[src/rtl/sdr_seq_pkg.sv]
package sdr_seq_pkg;

   typedef enum logic [3:0] {
      ST_PAUSE,
      ST_PRE_ALL,
      ST_WAIT_RP,
      ST_INIT_REF,
      ST_WAIT_RC,
      ST_MODE,
      ST_WAIT_MRD,
      ST_RUN,
      ST_RUN_REF,
      ST_RUN_RC
   } seq_state_t;

   // {cs_n, ras_n, cas_n, we_n}
   localparam logic [3:0] CMD_NOP      = 4'b0111;
   localparam logic [3:0] CMD_PRE      = 4'b0010;
   localparam logic [3:0] CMD_AUTO_REF = 4'b0001;
   localparam logic [3:0] CMD_MODE_WR  = 4'b0000;

   // Bit of the address bus that selects all banks on precharge.
   localparam int unsigned ALL_BANK_BIT = 8;

   function automatic int unsigned ns_to_cyc(input int unsigned t_ns,
                                             input int unsigned clk_ps);
      return (t_ns * 1000 + clk_ps - 1) / clk_ps;
   endfunction

   function automatic int unsigned max4(input int unsigned a, input int unsigned b,
                                        input int unsigned c, input int unsigned d);
      int unsigned m;
      m = a;
      if (b > m) m = b;
      if (c > m) m = c;
      if (d > m) m = d;
      return m;
   endfunction

endpackage

[src/rtl/sdr_gap_timer.sv]
module sdr_gap_timer #(
   parameter int unsigned CNT_W     = 8,
   parameter int unsigned RESET_VAL = 2
) (
   input  logic             clk,
   input  logic             rst_n,
   input  logic             load,
   input  logic [CNT_W-1:0] load_val,
   output logic             expire
);

   logic [CNT_W-1:0] cnt_q;

   always_ff @(posedge clk or negedge rst_n) begin
      if (!rst_n)
         cnt_q <= CNT_W'(RESET_VAL);
      else if (load)
         cnt_q <= load_val;
      else if (cnt_q != '0)
         cnt_q <= cnt_q - 1'b1;
   end

   assign expire = (cnt_q == CNT_W'(1));

endmodule

[src/rtl/sdr_refresh_pacer.sv]
module sdr_refresh_pacer #(
   parameter int unsigned REFI_CYC = 3125,
   parameter int unsigned MAX_OWED = 8
) (
   input  logic clk,
   input  logic rst_n,
   input  logic enable,
   input  logic issued,
   output logic pending
);

   localparam int unsigned IW = $clog2(REFI_CYC + 1);
   localparam int unsigned OW = $clog2(MAX_OWED + 1);

   logic [IW-1:0] ival_q;
   logic [OW-1:0] owed_q;
   logic          tick;

   assign tick = enable && (ival_q == IW'(1));

   always_ff @(posedge clk or negedge rst_n) begin
      if (!rst_n)
         ival_q <= IW'(REFI_CYC);
      else if (enable)
         ival_q <= (ival_q == IW'(1)) ? IW'(REFI_CYC) : ival_q - 1'b1;
   end

   always_ff @(posedge clk or negedge rst_n) begin
      if (!rst_n)
         owed_q <= '0;
      else begin
         case ({tick, issued})
            2'b10:   if (owed_q != OW'(MAX_OWED)) owed_q <= owed_q + 1'b1;
            2'b01:   owed_q <= owed_q - 1'b1;
            default: owed_q <= owed_q;
         endcase
      end
   end

   assign pending = (owed_q != '0);

endmodule

[src/rtl/sdr_mode_word.sv]
module sdr_mode_word #(
   parameter int unsigned ADDR_W     = 9,
   parameter logic [2:0]  BL_CODE    = 3'd3,
   parameter logic        INTERLEAVE = 1'b0,
   parameter logic [2:0]  CL_CODE    = 3'd3
) (
   output logic [ADDR_W-1:0] word
);

   logic [8:0] core;
   assign core = {2'b00, CL_CODE, INTERLEAVE, BL_CODE};

   generate
      if (ADDR_W > 9) begin : g_pad
         assign word = {{(ADDR_W-9){1'b0}}, core};
      end else begin : g_exact
         assign word = core;
      end
   endgenerate

endmodule

[src/rtl/sdr_bringup_sched.sv]
module sdr_bringup_sched
   import sdr_seq_pkg::*;
#(
   parameter int unsigned CLK_PERIOD_PS  = 5000,
   parameter int unsigned T_PAUSE_NS     = 200000,
   parameter int unsigned T_RP_NS        = 20,
   parameter int unsigned T_RC_NS        = 70,
   parameter int unsigned T_REFI_NS      = 15625,
   parameter int unsigned MRD_CYC        = 2,
   parameter int unsigned INIT_REFRESHES = 2,
   parameter int unsigned MAX_OWED       = 8,
   parameter int unsigned ADDR_W         = 9,
   parameter int unsigned DQM_W          = 2,
   parameter logic [2:0]  BL_CODE        = 3'd3,
   parameter logic        INTERLEAVE     = 1'b0,
   parameter logic [2:0]  CL_CODE        = 3'd3,
   parameter logic        SINGLE_WRITE   = 1'b0,
   parameter bit          MRS_FIRST      = 1'b0
) (
   input  logic              clk,
   input  logic              rst_n,
   output logic              ready,
   output logic              ref_req,
   input  logic              ref_gnt,
   output logic              cke,
   output logic              cs_n,
   output logic              ras_n,
   output logic              cas_n,
   output logic              we_n,
   output logic [DQM_W-1:0]  dqm,
   output logic              ba,
   output logic [ADDR_W-1:0] addr
);

   localparam int unsigned PAUSE_CYC = ns_to_cyc(T_PAUSE_NS, CLK_PERIOD_PS);
   localparam int unsigned RP_CYC    = ns_to_cyc(T_RP_NS, CLK_PERIOD_PS);
   localparam int unsigned RC_CYC    = ns_to_cyc(T_RC_NS, CLK_PERIOD_PS);
   localparam int unsigned REFI_CYC  = ns_to_cyc(T_REFI_NS, CLK_PERIOD_PS);
   localparam int unsigned CNT_W     = $clog2(max4(PAUSE_CYC, RP_CYC, RC_CYC, MRD_CYC) + 1);
   localparam int unsigned RL_W      = $clog2(INIT_REFRESHES + 1);
   localparam logic [ADDR_W-1:0] ALL_BANK_WORD = ADDR_W'(1) << ALL_BANK_BIT;

   generate
      if (ADDR_W < 9) begin : g_chk_addr
         $error("ADDR_W must be at least 9");
      end
      if (PAUSE_CYC < 2 || RP_CYC < 2 || RC_CYC < 2 || MRD_CYC < 2) begin : g_chk_gap
         $error("every gap must be at least two cycles");
      end
      if (INIT_REFRESHES < 2) begin : g_chk_refs
         $error("start-up needs at least two refreshes");
      end
      if (MAX_OWED < 1) begin : g_chk_owed
         $error("MAX_OWED must be at least one");
      end
   endgenerate

   seq_state_t       st_q, st_nxt, setup_next;
   logic [RL_W-1:0]  refs_left_q;
   logic             mode_done_q;
   logic             take_mode;
   logic             tmr_load, tmr_done;
   logic [CNT_W-1:0] tmr_val;
   logic             pend;
   logic [ADDR_W-1:0] mode_word;
   logic [3:0]       cmd;

   // ---- start-up ordering variant ----
   generate
      if (MRS_FIRST) begin : g_mode_first
         assign take_mode = !mode_done_q;
      end else begin : g_mode_last
         assign take_mode = !mode_done_q && (refs_left_q == '0);
      end
   endgenerate

   always_comb begin
      if (take_mode)
         setup_next = ST_MODE;
      else if (refs_left_q != '0)
         setup_next = ST_INIT_REF;
      else
         setup_next = ST_RUN;
   end

   // ---- state register ----
   always_comb begin
      st_nxt = st_q;
      case (st_q)
         ST_PAUSE:    if (tmr_done) st_nxt = ST_PRE_ALL;
         ST_PRE_ALL:  st_nxt = ST_WAIT_RP;
         ST_INIT_REF: st_nxt = ST_WAIT_RC;
         ST_MODE:     st_nxt = ST_WAIT_MRD;
         ST_WAIT_RP,
         ST_WAIT_RC,
         ST_WAIT_MRD: if (tmr_done) st_nxt = setup_next;
         ST_RUN:      if (pend && ref_gnt) st_nxt = ST_RUN_REF;
         ST_RUN_REF:  st_nxt = ST_RUN_RC;
         ST_RUN_RC:   if (tmr_done) st_nxt = ST_RUN;
         default:     st_nxt = ST_PAUSE;
      endcase
   end

   always_ff @(posedge clk or negedge rst_n) begin
      if (!rst_n) begin
         st_q        <= ST_PAUSE;
         refs_left_q <= RL_W'(INIT_REFRESHES);
         mode_done_q <= 1'b0;
      end else begin
         st_q <= st_nxt;
         if (st_q == ST_INIT_REF) refs_left_q <= refs_left_q - 1'b1;
         if (st_q == ST_MODE)     mode_done_q <= 1'b1;
      end
   end

   // ---- shared gap timer ----
   always_comb begin
      tmr_load = 1'b1;
      tmr_val  = '0;
      case (st_q)
         ST_PRE_ALL:             tmr_val = CNT_W'(RP_CYC - 1);
         ST_INIT_REF, ST_RUN_REF: tmr_val = CNT_W'(RC_CYC - 1);
         ST_MODE:                tmr_val = CNT_W'(MRD_CYC - 1);
         default:                tmr_load = 1'b0;
      endcase
   end

   sdr_gap_timer #(
      .CNT_W     (CNT_W),
      .RESET_VAL (PAUSE_CYC)
   ) u_gap (
      .clk      (clk),
      .rst_n    (rst_n),
      .load     (tmr_load),
      .load_val (tmr_val),
      .expire   (tmr_done)
   );

   // ---- refresh pacing ----
   sdr_refresh_pacer #(
      .REFI_CYC (REFI_CYC),
      .MAX_OWED (MAX_OWED)
   ) u_pacer (
      .clk     (clk),
      .rst_n   (rst_n),
      .enable  (ready),
      .issued  (st_q == ST_RUN_REF),
      .pending (pend)
   );

   sdr_mode_word #(
      .ADDR_W     (ADDR_W),
      .BL_CODE    (BL_CODE),
      .INTERLEAVE (INTERLEAVE),
      .CL_CODE    (CL_CODE)
   ) u_mode (
      .word (mode_word)
   );

   // ---- pin drive ----
   always_comb begin
      cmd  = CMD_NOP;
      addr = '0;
      ba   = 1'b0;
      case (st_q)
         ST_PRE_ALL: begin
            cmd  = CMD_PRE;
            addr = ALL_BANK_WORD;
         end
         ST_INIT_REF, ST_RUN_REF: cmd = CMD_AUTO_REF;
         ST_MODE: begin
            cmd  = CMD_MODE_WR;
            addr = mode_word;
            ba   = SINGLE_WRITE;
         end
         default: cmd = CMD_NOP;
      endcase
   end

   assign {cs_n, ras_n, cas_n, we_n} = cmd;
   assign cke     = 1'b1;
   assign dqm     = '1;
   assign ready   = (st_q == ST_RUN) || (st_q == ST_RUN_REF) || (st_q == ST_RUN_RC);
   assign ref_req = (st_q == ST_RUN) && pend;

endmodule

[config.mk]
export PLATFORM = sky130hd
export DESIGN_NAME = sdr_bringup_sched
export DESIGN_NICKNAME = d
export VERILOG_FILES = /design/src/rtl/sdr_seq_pkg.sv /design/src/rtl/sdr_gap_timer.sv /design/src/rtl/sdr_refresh_pacer.sv /design/src/rtl/sdr_mode_word.sv /design/src/rtl/sdr_bringup_sched.sv
export SDC_FILE = /design/constraint.sdc
export NUM_CORES = 1
export LEC_CHECK = 0
export BUFFER_PORTS_ARGS = -buffer_cell sky130_fd_sc_hd__buf_2
export CAP_MARGIN = 15
export CORE_AREA = 2 2 72 74
export DETAILED_ROUTE_END_ITERATION = 16
export DIE_AREA = 0 0 74 76
export PLACE_DENSITY = 0.88
export SKIP_CTS_REPAIR_TIMING = 1
export SLEW_MARGIN = 20
export SYNTH_ARGS = -nofsm -noshare
export SYNTH_HDL_FRONTEND = slang
export SYNTH_HIERARCHICAL = 1
export SYNTH_SLANG_ARGS = --single-unit
[constraint.sdc]
create_clock -name clk -period 4.2 [get_ports clk]
set_input_delay 0.21 -clock clk [delete_from_list [all_inputs] [get_ports clk]]
set_output_delay 0.21 -clock clk [all_outputs]
set_load 0.1 [all_outputs]
==> results.py <==
metrics = {
    "critical_path": {
        "path_class": "reg -> reg",
        "slowest_stage": "or4b_1",
        "crit_path_max_incr_delay_ns": 0.64,
        "crit_chain": "nor2_1, nand2_1, nand2_1, or4b_1, or4_4, nand2_1, xnor2_1, ha_1, nand2b_1, a21oi_1, mux2i_1, xnor2_1",
        "critical_path.max_fanout": 20,
        "reg2reg_to": "u_pacer/owed_q[2]",
        "endpoint_kind": "register",
        "r2r_slack_ns": 0.74,
        "worstReg2RegStart": "st_q[2]",
        "start_kind": "register",
        "cpMostUsedCell": "nand2_1",
        "r2r_cells": 12,
        "crit_arrival_ns": 3.65,
        "critPathRequiredTime_ns": 4.39,
    },
    "finish": {
        "final_core_util": 0.597,
        "regArea_um2": 991,
        "fillerInstances": 432,
        "drive_above_1_share": 0.180,
        "nets": 326,
        "n_antenna_cell": 0,
        "syn_to_final_growth_pct": 4.78,
        "multi_input_area_mm2": 0.00163,
    },
    "global_route": {
        "grt_overflow": 0,
        "grt_pass1_wl_um": 8660,
        "grt_pass1_vias": 1962,
        "grtUsageTotal": 0.192,
        "grt_max_degree": 40,
        "antenna_found_initial": 0,
    },
    "sta": {
        "layout_min_cycle_time_ns": 3.46,
        "max_freq_ghz": 0.289,
        "hold_viol": 0,
        "rsz0062_at_grt": "false",
        "setup_viol": 0,
        "max-slew-margin-rel": 0.360,
        "worst_pin_slew_ns": 0.964,
        "maxSlewViolCount": 0,
        "final.setup.tns_ns": 0,
        "fin_skew_ns": 0.00860,
        "fin_crit_sh": 0.824,
    },
    "floorplan": {
        "start_util": 0.570,
        "dieArea_mm2": 0.00562,
        "ioPinCount": 22,
        "dieHeight_um": 76,
        "die_w_um": 74,
        "core_mm2": 0.00491,
        "core.rowCount": 26,
    },
    "clocking": {
        "clock_latency_ns": 0.30,
        "cts.sinks": 39,
        "ctsRootBufferMaster": "clkbuf_8",
        "cts_tree": "done",
        "cts_buffers": 5,
        "cts_buffer_depth": 2,
        "clk_pin_slew_worst_paths_ns": 0.08,
        "cts_max_level": 2,
    },
    "synth": {
        "synthArstFlopShare": 1.00,
        "netlist_top_cells_area": "dfrtp_1 24%, dfstp_2 11%, nor2_1 4.2%, nor4_4 3.8%, buf_4 3.8%",
        "ys_types": 67,
        "synth_top_area_frac": 0.241,
        "ys.flop_type": "dfrtp_1",
        "synth_seq_cells": 39,
        "synth_area_mm2": 0.00280,
        "synthCells": 301,
        "yosysSeqAreaShare": 0.354,
        "yosysTopAreaCell": "dfrtp_1",
        "syn_area_per_cell_um2": 9.30,
        "synth_edf_count": 0,
        "yosys_warnings": 6,
    },
    "routing": {
        "antenna_left": 0,
        "routed_wl_um": 4960,
        "routed-via-count": 2098,
        "drtPass1Iterations": 4,
        "via_per_inst": 5.42,
        "drcViolationCount": 0,
        "wl_per_cell_um": 12.8,
        "drt_iter0_drc": 122,
    },
    "power": {
        "seq_power_share": 0.550,
        "leakagePower_nw": 1.26,
        "p_switching_mw": 0.160,
        "p_comb_frac": 0.046,
        "total_power_mw": 0.690,
        "p_int_mw": 0.529,
        "power_density_mw_per_mm2": 235,
        "p_clk_frac": 0.404,
        "peakVddDrop_v": 0.000149,
        "swShare": 0.232,
    },
    "flow_run": {
        "drv_cap": 0,
    },
    "placed_design": {
        "io_buffers": 12,
        "place_hpwl_um": 3450,
        "place_congestion": 0.832,
    },
    "min_path": {
        "hp-class": "in -> async",
    },
    "run_status": {
        "outcome": "complete, no violations",
    },
}
critical path, delay by kind of cell, from the launching register on:
kind | cells | cell delay (ns)
DFF | 1 | 0.61
xor gates and xnor gates | 2 | 0.25
AOI/OAI and AO/OA | 1 | 0.12
adders and majority gates | 1 | 0.18
and+or+nand+nor | 7 | 2.09
muxes | 1 | 0.10
through the flow:
stage | setup WS (ns) | std cells | cell area [µm²] | hold WS [ns]
final | 0.739 | 387 | 2930 | 0.0289
after floorplan | 0.565 | 323 | 2880 | -0.0856
after CTS | 0.751 | 387 | 2930 | 0.0502
after detailed placement | 0.763 | 379 | 2830 | 0.378
after global placement | 0.906 | 379 | 2830 | 0.377
after global routing | 0.446 | 387 | 2930 | 0.102
cells by family (layout without fill, tap and decap cells):
| group | count (synthesis) | after routing | share of synthesized area |
|---|---|---|---|
| muxes | 8 | 8 | 0.0300 |
| DFF | 39 | 39 | 0.354 |
| and+or+nand+nor | 137 | 137 | 0.311 |
| AOI/OAI and AO/OA | 47 | 47 | 0.124 |
| other | 4 | 26 | 0.00536 |
| buffers and inverters | 43 | 37 | 0.0943 |
| xor gates and xnor gates | 16 | 16 | 0.0501 |
| adders and majority gates | 7 | 7 | 0.0313 |
sequential cells by signal, summed over array words and instances (netlist names):
name            count
refs_left_q         2
mode_done_q         1
u_pacer/ival_q     12
st_q                4
u_pacer/owed_q      4
u_gap/cnt_q        16
layer usage:
layer	wire (µm)	up-vias	global-route usage
met2	2330	47	0.298
met3	205	5	0.0437
li1	-	1050	-
met4	60	0	0.0545
met5	0	-	0
met1	2360	996	0.266
cells in the mapped netlist, drive strengths merged (5+ instances only):
library cell and n:
nor3 10, nand2 28, xnor2 10, ha 7, nand4 5, mux2i 5
nor2 31, nor3b 5, or2 6, nand3 8, nor4 8, dfrtp 27
and3 12, dfstp 12, buf 24, o21ai 11, inv 15, a21oi 13
xor2 6
power groups by stage:
| stage | combinational (mW) | clock [mW] | sequential (mW) |
|---|---|---|---|
| 5_1_grt | 0.0350 | 0.305 | 0.379 |
| 4_1_cts | 0.0320 | 0.289 | 0.379 |
| 3_3_place_gp | 0.0319 | 0 | 0.386 |
| 2_1_floorplan | 0.0326 | 0 | 0.386 |
| 3_5_place_dp | 0.0321 | 0 | 0.386 |
| 6_report | 0.0318 | 0.278 | 0.379 |
worst max-delay path by stage:
| stage | slack, ns | to | from | cells after the start |
|---|---|---|---|---|
| after global placement | 0.91 | u_pacer/owed_q[2] | st_q[2] | 12 |
| after detailed placement | 0.76 | u_pacer/owed_q[2] | st_q[2] | 12 |
| after CTS | 0.75 | u_pacer/owed_q[2] | st_q[2] | 12 |
| after global routing | 0.45 | u_pacer/owed_q[2] | st_q[2] | 12 |
| after floorplan | 0.56 | u_pacer/owed_q[2] | st_q[1] | 15 |
| final | 0.74 | u_pacer/owed_q[2] | st_q[2] | 12 |
placed cells by master (no fill, tap or decap), types with 8 or more instances in the layout:
cell / netlist / layout
nor2_1: 31 / 31
and3_1: 10 / 10
nor3_1: 9 / 9
a21oi_1: 9 / 9
inv_1: 14 / 14
conb_1: 4 / 26
dfstp_2: 12 / 12
dfrtp_1: 27 / 27
nand2_1: 28 / 28
xnor2_1: 10 / 10
buf_2: 4 / 12
o21ai_0: 9 / 9
nand3_1: 8 / 8
final cells by class:
type                       count  share of cell area
sequential                    39               0.338
multi-input combinational    241               0.555
clock buffer                   8              0.0341
inverter                      16              0.0205
timing repair buffer          13              0.0230
tap                           70              0.0299
(Power assumes the default switching activity.)
